--- config.mk ---
export PLATFORM = sky130hd
export DESIGN_NAME = zc_mute_seq
export DESIGN_NICKNAME = d
export VERILOG_FILES = /design/src/rtl/zcm_pkg.sv /design/src/rtl/zcm_timer.sv /design/src/rtl/zcm_channel.sv /design/src/rtl/zc_mute_seq.sv
export SDC_FILE = /design/constraint.sdc
export NUM_CORES = 1
export LEC_CHECK = 0
export BUFFER_PORTS_ARGS = -buffer_cell sky130_fd_sc_hd__buf_2
export CORE_UTILIZATION = 38
export DETAILED_ROUTE_END_ITERATION = 10
export PLACE_DENSITY_LB_ADDON = 0.25
export SLEW_MARGIN = 20
export SYNTH_ARGS = -nofsm -noshare
export SYNTH_HDL_FRONTEND = slang
export SYNTH_SLANG_ARGS = --single-unit
--- constraint.sdc ---
create_clock -name clk -period 3.4 [get_ports clk]
set_input_delay 0.51 -clock clk [delete_from_list [all_inputs] [get_ports clk]]
set_output_delay 0.51 -clock clk [all_outputs]
set_load 0.005 [all_outputs]
--- src/rtl/zcm_pkg.sv ---
package zcm_pkg;
    typedef enum logic {
        CH_IDLE = 1'b0,
        CH_PEND = 1'b1
    } ch_state_t;
endpackage

--- src/rtl/zcm_timer.sv ---
module zcm_timer #(
    parameter int TIMEOUT_CYCLES = 4800000
) (
    input  logic clk,
    input  logic rst_n,
    input  logic restart,
    output logic expired
);
    localparam int CW = $clog2(TIMEOUT_CYCLES + 1);
    localparam logic [CW-1:0] LIMIT = CW'(TIMEOUT_CYCLES);

    logic [CW-1:0] cnt_q;

    always_ff @(posedge clk or negedge rst_n) begin
        if (!rst_n) begin
            cnt_q <= '0;
        end else if (restart) begin
            cnt_q <= '0;
        end else if (cnt_q != LIMIT) begin
            cnt_q <= cnt_q + 1'b1;
        end
    end

    assign expired = (cnt_q == LIMIT);

    // a write always starts a fresh window
    a_r5_restart: assert property (@(posedge clk) disable iff (!rst_n)
        restart |=> !expired);
endmodule

--- src/rtl/zcm_channel.sv ---
module zcm_channel
    import zcm_pkg::*;
(
    input  logic clk,
    input  logic rst_n,
    input  logic gen_mute,
    input  logic zc_mode,
    input  logic zc_hit,
    input  logic expired,
    output logic sw_mute
);
    ch_state_t state_q, state_d;
    logic      sw_q, sw_d;

    // state register
    always_ff @(posedge clk or negedge rst_n) begin
        if (!rst_n) begin
            state_q <= CH_IDLE;
            sw_q    <= 1'b1;
        end else begin
            state_q <= state_d;
            sw_q    <= sw_d;
        end
    end

    // next state and switch value
    always_comb begin
        state_d = state_q;
        sw_d    = sw_q;
        if (!zc_mode) begin
            state_d = CH_IDLE;
            sw_d    = gen_mute;
        end else begin
            unique case (state_q)
                CH_IDLE: begin
                    if (gen_mute != sw_q) state_d = CH_PEND;
                end
                CH_PEND: begin
                    if (gen_mute == sw_q) begin
                        state_d = CH_IDLE;
                    end else if (zc_hit || expired) begin
                        sw_d    = gen_mute;
                        state_d = CH_IDLE;
                    end
                end
            endcase
        end
    end

    assign sw_mute = sw_q;

    a_r1_direct: assert property (@(posedge clk) disable iff (!rst_n)
        !zc_mode |=> sw_q == $past(gen_mute));

    // no own crossing and no timeout means no switching
    a_r2_hold: assert property (@(posedge clk) disable iff (!rst_n)
        (zc_mode && !zc_hit && !expired) |=> $stable(sw_q));

    a_r4_timeout: assert property (@(posedge clk) disable iff (!rst_n)
        (zc_mode && state_q == CH_PEND && expired && gen_mute != sw_q)
            |=> (sw_q == $past(gen_mute)) && state_q == CH_IDLE);

    a_r9_cancel: assert property (@(posedge clk) disable iff (!rst_n)
        (zc_mode && state_q == CH_PEND && gen_mute == sw_q)
            |=> state_q == CH_IDLE && $stable(sw_q));
endmodule

--- src/rtl/zc_mute_seq.sv ---
module zc_mute_seq #(
    parameter int TIMEOUT_CYCLES = 4800000,
    parameter int NUM_CH         = 2
) (
    input  logic clk,
    input  logic rst_n,
    input  logic gen_mute,
    input  logic zc_mode,
    input  logic word_wr,
    input  logic zc_left,
    input  logic zc_right,
    input  logic hw_mute_n,
    output logic mute_left,
    output logic mute_right
);
    logic              expired;
    logic [NUM_CH-1:0] zc_vec;
    logic [NUM_CH-1:0] sw_vec;

    assign zc_vec = NUM_CH'({zc_right, zc_left});

    zcm_timer #(.TIMEOUT_CYCLES(TIMEOUT_CYCLES)) u_timer (
        .clk     (clk),
        .rst_n   (rst_n),
        .restart (word_wr),
        .expired (expired)
    );

    for (genvar c = 0; c < NUM_CH; c++) begin : g_ch
        zcm_channel u_ch (
            .clk      (clk),
            .rst_n    (rst_n),
            .gen_mute (gen_mute),
            .zc_mode  (zc_mode),
            .zc_hit   (zc_vec[c]),
            .expired  (expired),
            .sw_mute  (sw_vec[c])
        );
    end

    // pin override: combinational, nothing stored
    assign mute_left  = sw_vec[0] | ~hw_mute_n;
    assign mute_right = sw_vec[NUM_CH-1] | ~hw_mute_n;
endmodule

After elaboration in Yosys (flattened, before gate mapping):

Cells that the tools add are included.

* bits in registers: 27
* latch bits: 0
* memory bits (writable): 0
* memory bits (read-only): 0
* input port bits: 8
* output and inout bits: 2
* logic and storage cells: 48
* memories kept: 0

* add/sub/neg operators: 1
* multiply operators: 0
* div/mod/pow operators: 0
* order comparisons: 0
* equal/unequal tests: 12
* shift operators: 0
* muxes and demuxes: 20
* bitwise gates (word level): 5
* reduce and logical (&&, ||, !) cells: 5

Operators by type and width (count)
* $mux 23: 2
* $add 23x1->23 const B: 1
* $eq 23x23->1 const B: 1
* $ne 23x23->1 const B: 1
* $mux 1: 16
* $ne 2x1->1 const B: 4
* $reduce_and 3->1: 2
* $ne 2x2->1 const B: 2
* $pmux 1 s2: 2
* $not 1->1: 3
* $eq 1x1->1: 2
* $logic_or 1x1->1: 2
* $ne 1x1->1: 2
* $or 1x1->1: 2
* $reduce_bool 2->1: 1

Logic depth before layout (Yosys ltp):

Gate-level depths: netlist of run 1.

* depth after elaboration: 6
* gate-level depth with buffers: 6
* depth with buffers taken out: 6

By module:

From an unflattened synthesis of run 1, not the netlist that was laid out.

* cell total of the unflattened synthesis: 154
* area total of the unflattened synthesis: 1453.9 um^2

By module, submodules not included
* zcm_timer: instances 1, cells each 134, area each 1228.7 um^2, seq. area each 575.6 um^2
* zcm_channel: instances 2, cells each 9, area each 106.4 um^2, seq. area each 51.3 um^2
* zc_mute_seq: instances 1, cells each 2, area each 12.5 um^2, seq. area each 0.0 um^2

Worst setup path before layout of run 1:

No wires, ideal clock.

* kind: reg2reg
* from: register u_timer.cnt_q[0]
* to: register g_ch[0].u_ch.sw_q
* library setup time: 82 ps
* data arrival time: 1646 ps
* required time: 3318 ps
* slack: 1671 ps
* stages on the path, launching flop included: 7
* buffers on the path: 0
* path through: dfrtp_1 inv_1 ha_1 nor4bb_1 nand3_1 o211ai_1 mux2_2

* word-level cells in the longest chain between the ends: 4

Ends and longest elaborated chain
* from (decl): RTL line zcm_timer.sv:12 `logic [CW-1:0] cnt_q;`
* from (signal assigned): RTL line zcm_timer.sv:20 `cnt_q <= cnt_q + 1'b1;`
* $eq 23x23->1: RTL line zcm_timer.sv:24 `assign expired = (cnt_q == LIMIT);`
* $logic_or 1x1->1: RTL line zcm_channel.sv:41 `end else if (zc_hit || expired) begin`
* $ne 2x1->1 (no source line)
* $reduce_and 3->1 (no source line)
* to (signal assigned): RTL line zcm_channel.sv:22 `sw_q <= sw_d;`
* to (decl): RTL line zcm_channel.sv:13 `logic sw_q, sw_d;`

Every way passes these cells.
A chain may end at the register's enable or synchronous reset.

Worst setup path in the final report of run 1:

* from: register u_timer.cnt_q[0]
* to: register g_ch[1].u_ch.sw_q

* word-level cells in the longest chain between the ends: 4

Ends and longest elaborated chain (RTL line)
* $eq 23x23->1: zcm_timer.sv:24
* $logic_or 1x1->1: zcm_channel.sv:41
* $ne 2x1->1 (no source line)
* $reduce_and 3->1 (no source line)
* to (signal assigned): zcm_channel.sv:22
* to (decl): zcm_channel.sv:13

Every way passes these cells.

==> results.tsv, run 1 <==
metric	value	unit
WL per Instance	14.7	µm
Placeable Area	3690	µm²
DP HPWL	2.09	mm
Critical Path Fanout Max	5	
top-area cell type share of the netlist area	42.2	%
leak pwr	0.622	nW
full die area	4160	µm²
Overall Global Routing Usage	16.6	%
Flop pwr share	59.7	%
skew final	0.00508	ns
crit-path cells	inv_1 -> ha_1 -> nor4bb_1 -> nand3_1 -> o211ai_1 -> mux2_2	
CP top delay family	simple AND/OR/NAND/NOR gates	
routability congestion estimate	0.753	
cell-internal power	432	µW
global-route wire length before repair	5.27	mm
DRC viols	0	
clock period minus worst slack	1.95	ns
Setup-failing EPs final	0	
largest area contributor in the netlist	dfrtp_1	
sum of negative setup slack	0	ns
initial antenna violation count	0	
Reg2Reg Setup Slack	1.45	ns
Synth top cells by count	25 x dfrtp_1, 15 x nor2_1, 11 x a21oi_1, 10 x nand3_1	
via-per-instance ratio	5.73	
switching share of power	24.1	%
asr flop ratio synth	100	%
most frequent cell after synthesis	dfrtp_1	
total grt overflow	0	
die height	64.5	µm
Seq/Total Area, Yosys	45.7	%
number of CTS-inserted buffers	3	
CTS Buffer Depth	2	
Buffers on Ports	9	
fillcell total	358	
Post-synth EDFFs	0	
Worst-path clk slew	0.09	ns
combinational power share	7.3	%
hold_buf cts	0	
worst-skew pair later-pin latency	0.28	ns
via count	1174	
min-delay worst type	in2async	
H-tree depth	1	
CP Launch Type	flop	
worst setup path start	u_timer.cnt_q[0]	
worst-margin pin slew	0.604	ns
root buf cell	clkbuf_8	
drt total wl	3.02	mm
FF/Latch Area	678	µm²
share of post-route cells with drive strength above 1	15.9	%
relative slew slack	59.7	%
# IOs	10	
row cnt	22	
WS Path Type	reg2reg	
post-synthesis cell count	150	
Worst Path Arrival	2.17	ns
Final nets	168	
area growth from synthesis to layout	6.75	%
synthesized area	1480	µm²
chip width	64.5	µm
synth top area cells	dfrtp_1 42%, xor2_1 5.3%, nand4_1 3.8%	
# diodes	0	
clk sinks	27	
FMAX	0.513	GHz
Initial Util	40.2	%
final hold violations	0	
multi-input logic area	742	µm²
Reg2Reg Launch Point	u_timer.cnt_q[0]	
Worst R2R Path Depth	6	
fin crit share	57.4	%
CP max stage cell	dfrtp_1	
WP data required	3.62	ns
CP peak stage delay	0.43	ns
vias in the first global route	1173	
total chip power	569	µW
Critical Path Sink Type	flop	
Net Sw Power	137	µW
clock share of power	33.0	%
RSZ-0062 raised after global routing	no	
Starting DRT DRC Count	52	
Max-Cap Viols	0	
area post-placement	1540	µm²
PD cells	359	nW/µm²
Final ANT Viol Nets	0	
Syn. warnings	0	
CP bufs+invs	1	
register bit total from synthesis	27	
Main synth FF type	dfrtp_1	
status	completed	
Mean Syn Cell Area	9.88	µm²
Final Util	42.9	%
Worst VDD drop	0.155	mV
Reg-to-Reg End	g_ch[1].u_ch.sw_mute	
Finished Cell Area	1580	µm²
CTS tree	done	
Setup Buffers After CTS	0	
largest net degree at the start of global routing	28	
CTS resizes	0	
Distinct cells, synth	39	
hold slack	0.227	ns
syn nets	160	
drt pass-1 iters	4	
pins over their slew limit	0	
## flip-flops by register name, summed over array words and instances (netlist names)
signal             count
u_timer.cnt_q         23
g_ch.u_ch.state_q      2
g_ch.u_ch.sw_mute      2
## worst reg2reg max path: stages, from the launching register on
cell      delay (ns)
dfrtp_1         0.43
inv_1           0.10
ha_1            0.15
nor4bb_1        0.32
nand3_1         0.23
o211ai_1        0.30
mux2_2          0.36
## logic make-up (layout without fill, tap and decap cells)
| logic type | count (synthesis) | in the layout | share of synthesized area, % |
|---|---|---|---|
| XOR/XNOR | 13 | 13 | 7.68 |
| flip-flops | 27 | 27 | 45.7 |
| adder cells (fa/ha/maj) | 2 | 2 | 1.69 |
| buffers and inverters | 9 | 16 | 4.22 |
| AO/OA/AOI/OAI | 24 | 24 | 9.70 |
| multiplexers | 3 | 3 | 2.28 |
| AND/OR/NAND/NOR | 72 | 72 | 28.7 |
## power groups by stage
stage	combinational, mW	sequential, mW	clock [mW]
after CTS	0.0426	0.340	0.193
after global routing	0.0471	0.342	0.206
after detailed placement	0.0424	0.346	0
final	0.0415	0.340	0.187
after global placement	0.0412	0.346	0
after floorplan	0.0244	0.344	0
## worst max-delay path by stage
stage,to,cells past startpoint
after floorplan,g_ch[0].u_ch.sw_mute,6
after global placement,g_ch[0].u_ch.sw_mute,6
after detailed placement,g_ch[0].u_ch.sw_mute,6
after CTS,g_ch[0].u_ch.sw_mute,6
after global routing,g_ch[1].u_ch.sw_mute,6
final,g_ch[1].u_ch.sw_mute,6
## layout make-up
| type | count | share of cell area, % |
|---|---|---|
| well taps | 48 | 3.79 |
| multi-input cells | 114 | 46.9 |
| repair buffers | 9 | 2.85 |
| clock inverters | 1 | 0.316 |
| clock buffers | 3 | 2.61 |
| inverters | 3 | 0.711 |
| flip-flops and latches | 27 | 42.8 |
## metrics by stage
stage	setup slack (ns)	cells
floorplan	1.67	150
finish	1.45	205
global placement	1.52	201
detailed placement	1.47	201
CTS	1.45	205
global route	1.29	205
## per-layer routing
layer / global-route usage (%) / routed length (µm)
met1: 20.8 / 1430
met3: 2.11 / 90
met2: 27.6 / 1450
met4: 9.17 / 54
met5: 0 / 0
## cell usage in the layout (no fill, tap or decap)
cell type and count:
a21oi_1 11, and2_1 1, and3_1 1, and3_2 1
and4_1 2, and4_2 1, and4_4 1, buf_2 9
clkbuf_8 3, clkinv_2 1, dfrtp_1 25, dfstp_2 2
ha_1 2, inv_1 3, mux2_2 3, nand2_1 9
nand2_2 1, nand2b_1 2, nand3_1 10, nand4_1 9
nand4_4 1, nor2_1 15, nor2b_1 1, nor3_1 3
nor4_1 2, nor4b_1 1, nor4bb_1 2, o211ai_1 2
o21ai_0 4, o31ai_1 6, o41ai_1 1, or3_1 1
or3_2 1, or3b_2 1, or4_1 6, xnor2_1 4
xor2_1 9
(Power assumes the default switching activity.)
==> run 2: changes to the inputs <==
Settings changed: ABC_AREA set to 1.
Clock period 3.4 ns to 1.6 ns, I/O delays scaled along.
==> run 2 against run 1 <==
Compared with the run above: hold slack got worse by 0.0032 ns; power rose by 120%; register-to-register slack got worse by 1.3 ns; setup slack got worse by 1.3 ns; critical endpoint unchanged; area after synthesis rose by 5.1%; first-iteration DRC count rose by 38%; utilization rose by 4.0 points; clock skew rose by 0.0015 ns.
==> results.tsv, run 2 <==
metric	value	unit
Mean Syn Cell Area	7.05	µm²
worst-skew pair later-pin latency	0.28	ns
DP HPWL	2.51	mm
clk sinks	27	
WP data required	1.81	ns
Worst Path Arrival	1.68	ns
drt total wl	3.48	mm
Met2 Wirelength	1.52	mm
min-delay worst type	in2reg	
syn nets	231	
CTS Buffer Depth	2	
total grt overflow	0	
# diodes	0	
multi-input logic area	791	µm²
largest area contributor in the netlist	dfrtp_1	
Syn. warnings	0	
full die area	4360	µm²
Starting DRT DRC Count	72	
CTS tree	done	
via count	1402	
Max-Cap Viols	0	
top-area cell type share of the netlist area	40.2	%
routability congestion estimate	0.802	
post-synthesis cell count	221	
most common cell after layout, fill and taps aside	nand2_1	
FF/Latch Area	678	µm²
die height	66.0	µm
area growth from synthesis to layout	14.3	%
relative slew slack	58.7	%
drt pass-1 iters	4	
Setup-failing EPs final	0	
Distinct cells, synth	23	
Final ANT Viol Nets	0	
clock period minus worst slack	1.47	ns
initial antenna violation count	0	
number of CTS-inserted buffers	3	
root buf cell	clkbuf_8	
DRC viols	0	
Post-Synth XOR/XNOR Area	3.94	%
asr flop ratio synth	100	%
Final nets	247	
skew final	0.00658	ns
CP Launch Type	flop	
Synth top cells by count	55 x nand2_1, 40 x nor2_1, 31 x inv_1, 25 x dfrtp_1, 15 x nand3_1	
Final Util	46.9	%
Post-synth EDFFs	0	
leak pwr	0.813	nW
synth top area cells	dfrtp_1 40%, nand2_1 13%, nor2_1 9.6%	
Simple-Gate Fraction of Synth Area	32.3	%
row cnt	22	
largest family of logic cells by synthesized area	simple AND/OR/NAND/NOR gates	
pins over their slew limit	0	
fillcell total	380	
# IOs	10	
hold slack	0.224	ns
Critical Path Sink Type	flop	
largest register by flop count	u_timer.cnt_q	
mux cell area share after synthesis	0	%
WL per Instance	12.3	µm
top routing layer in use	met4	
M1 WL	1.76	mm
compound-gate portion of the synthesized area	9.96	%
synthesized area	1560	µm²
met3 wire length	154	µm
vias in the first global route	1367	
Worst-path clk slew	0.09	ns
commonest non-fill, non-tap cells in the layout	55 x nand2_1, 36 x nor2_1, 30 x inv_1	
WS Path Type	reg2reg	
largest net degree at the start of global routing	28	
global-route wire length before repair	6.14	mm
PD cells	704	nW/µm²
Post-Synth Adder-Cell Area	1.61	%
Worst VDD drop	0.555	mV
Largest register FFs	23	
worst-margin pin slew	0.620	ns
share of post-route cells with drive strength above 1	13.6	%
fin crit share	92.0	%
register bit total from synthesis	27	
Placeable Area	3800	µm²
chip width	66.0	µm
status	completed	
final hold violations	0	
Critical Path Fanout Max	6	
via-per-instance ratio	4.94	
FMAX	0.679	GHz
Main synth FF type	dfrtp_1	
Initial Util	41.0	%
Overall Global Routing Usage	18.6	%
Buffers on Ports	9	
Seq/Total Area, Yosys	43.5	%
H-tree depth	1	
most frequent cell after synthesis	nand2_1	
==> run 2: worst max-delay path, cell delays in order (launching register included) <==
cell and delay (ns):
dfrtp_1 0.42, inv_1 0.10, ha_1 0.18, nand2_1 0.06, inv_1 0.05, nand2_1 0.05
nor2_2 0.15, nand3_4 0.13, nand3_2 0.12, nand2_1 0.05, nand2_1 0.06, nand2_1 0.05
==> run 2: area by class of cell <==
class                   instances  share of cell area [%]
inverters                      32                    6.82
flip-flops and latches         27                    38.1
repair buffers                 14                    4.78
well taps                      48                    3.37
multi-input cells             159                    44.4
clock buffers                   4                    2.53
==> run 2: worst paths after layout <==
path	to	cells past startpoint	startpoint	slack, ns
min in group asynchronous	u_timer.cnt_q[10]	2	rst_n	0.50
max	g_ch[1].u_ch.sw_mute	11	u_timer.cnt_q[0]	0.13
max reg2reg	g_ch[1].u_ch.sw_mute	11	u_timer.cnt_q[0]	0.13
min	g_ch[1].u_ch.sw_mute	3	gen_mute	0.22
min reg2reg	g_ch[0].u_ch.sw_mute	2	g_ch[0].u_ch.sw_mute	0.49
max in group asynchronous	u_timer.cnt_q[19]	2	rst_n	0.69
==> run 2: timing repair <==
item                                    in CTS  in global routing
buffers inserted                             0                  2
endpoints found under the setup margin       6                 13
hold buffers                                 1                  0
hold endpoints to repair                    25                  0
resized for setup                            1                 11
pin swaps                                    0                  1
==> run 2: cells by family (layout without fill, tap and decap cells) <==
| group | after synthesis | after routing |
|---|---|---|
| AO/OA/AOI/OAI | 29 | 29 |
| XOR/XNOR | 7 | 7 |
| adder cells (fa/ha/maj) | 2 | 2 |
| buffers and inverters | 35 | 50 |
| flip-flops | 27 | 27 |
| AND/OR/NAND/NOR | 121 | 121 |
==> run 2: metal layers <==
layer  track usage [%]  up-vias
met5                 0        -
met4              5.59        0
met3              5.34        6
met2              29.1       37
met1              24.7      637
li1                  -      722
==> run 2: stage by stage <==
stage	worst slack (ns)	TNS, ns	total power, mW	instance area, µm²	instances
2_1_floorplan	0.262	0	0.813	1560	221
3_3_place_gp	-0.0403	-0.105	0.865	1660	277
3_5_place_dp	-0.0350	-0.0693	0.866	1660	277
4_1_cts	0.0345	0	1.26	1720	282
5_1_grt	-0.00287	-0.00287	1.32	1780	284
6_report	0.128	0	1.25	1780	284
==> run 2: report_power, final <==
| group | switching (mW) | leakage [nW] | internal (mW) |
|---|---|---|---|
| Sequential | 0.0188 | 0.366 | 0.713 |
| Clock | 0.212 | 0.0228 | 0.179 |
| Combinational | 0.0787 | 0.425 | 0.0536 |
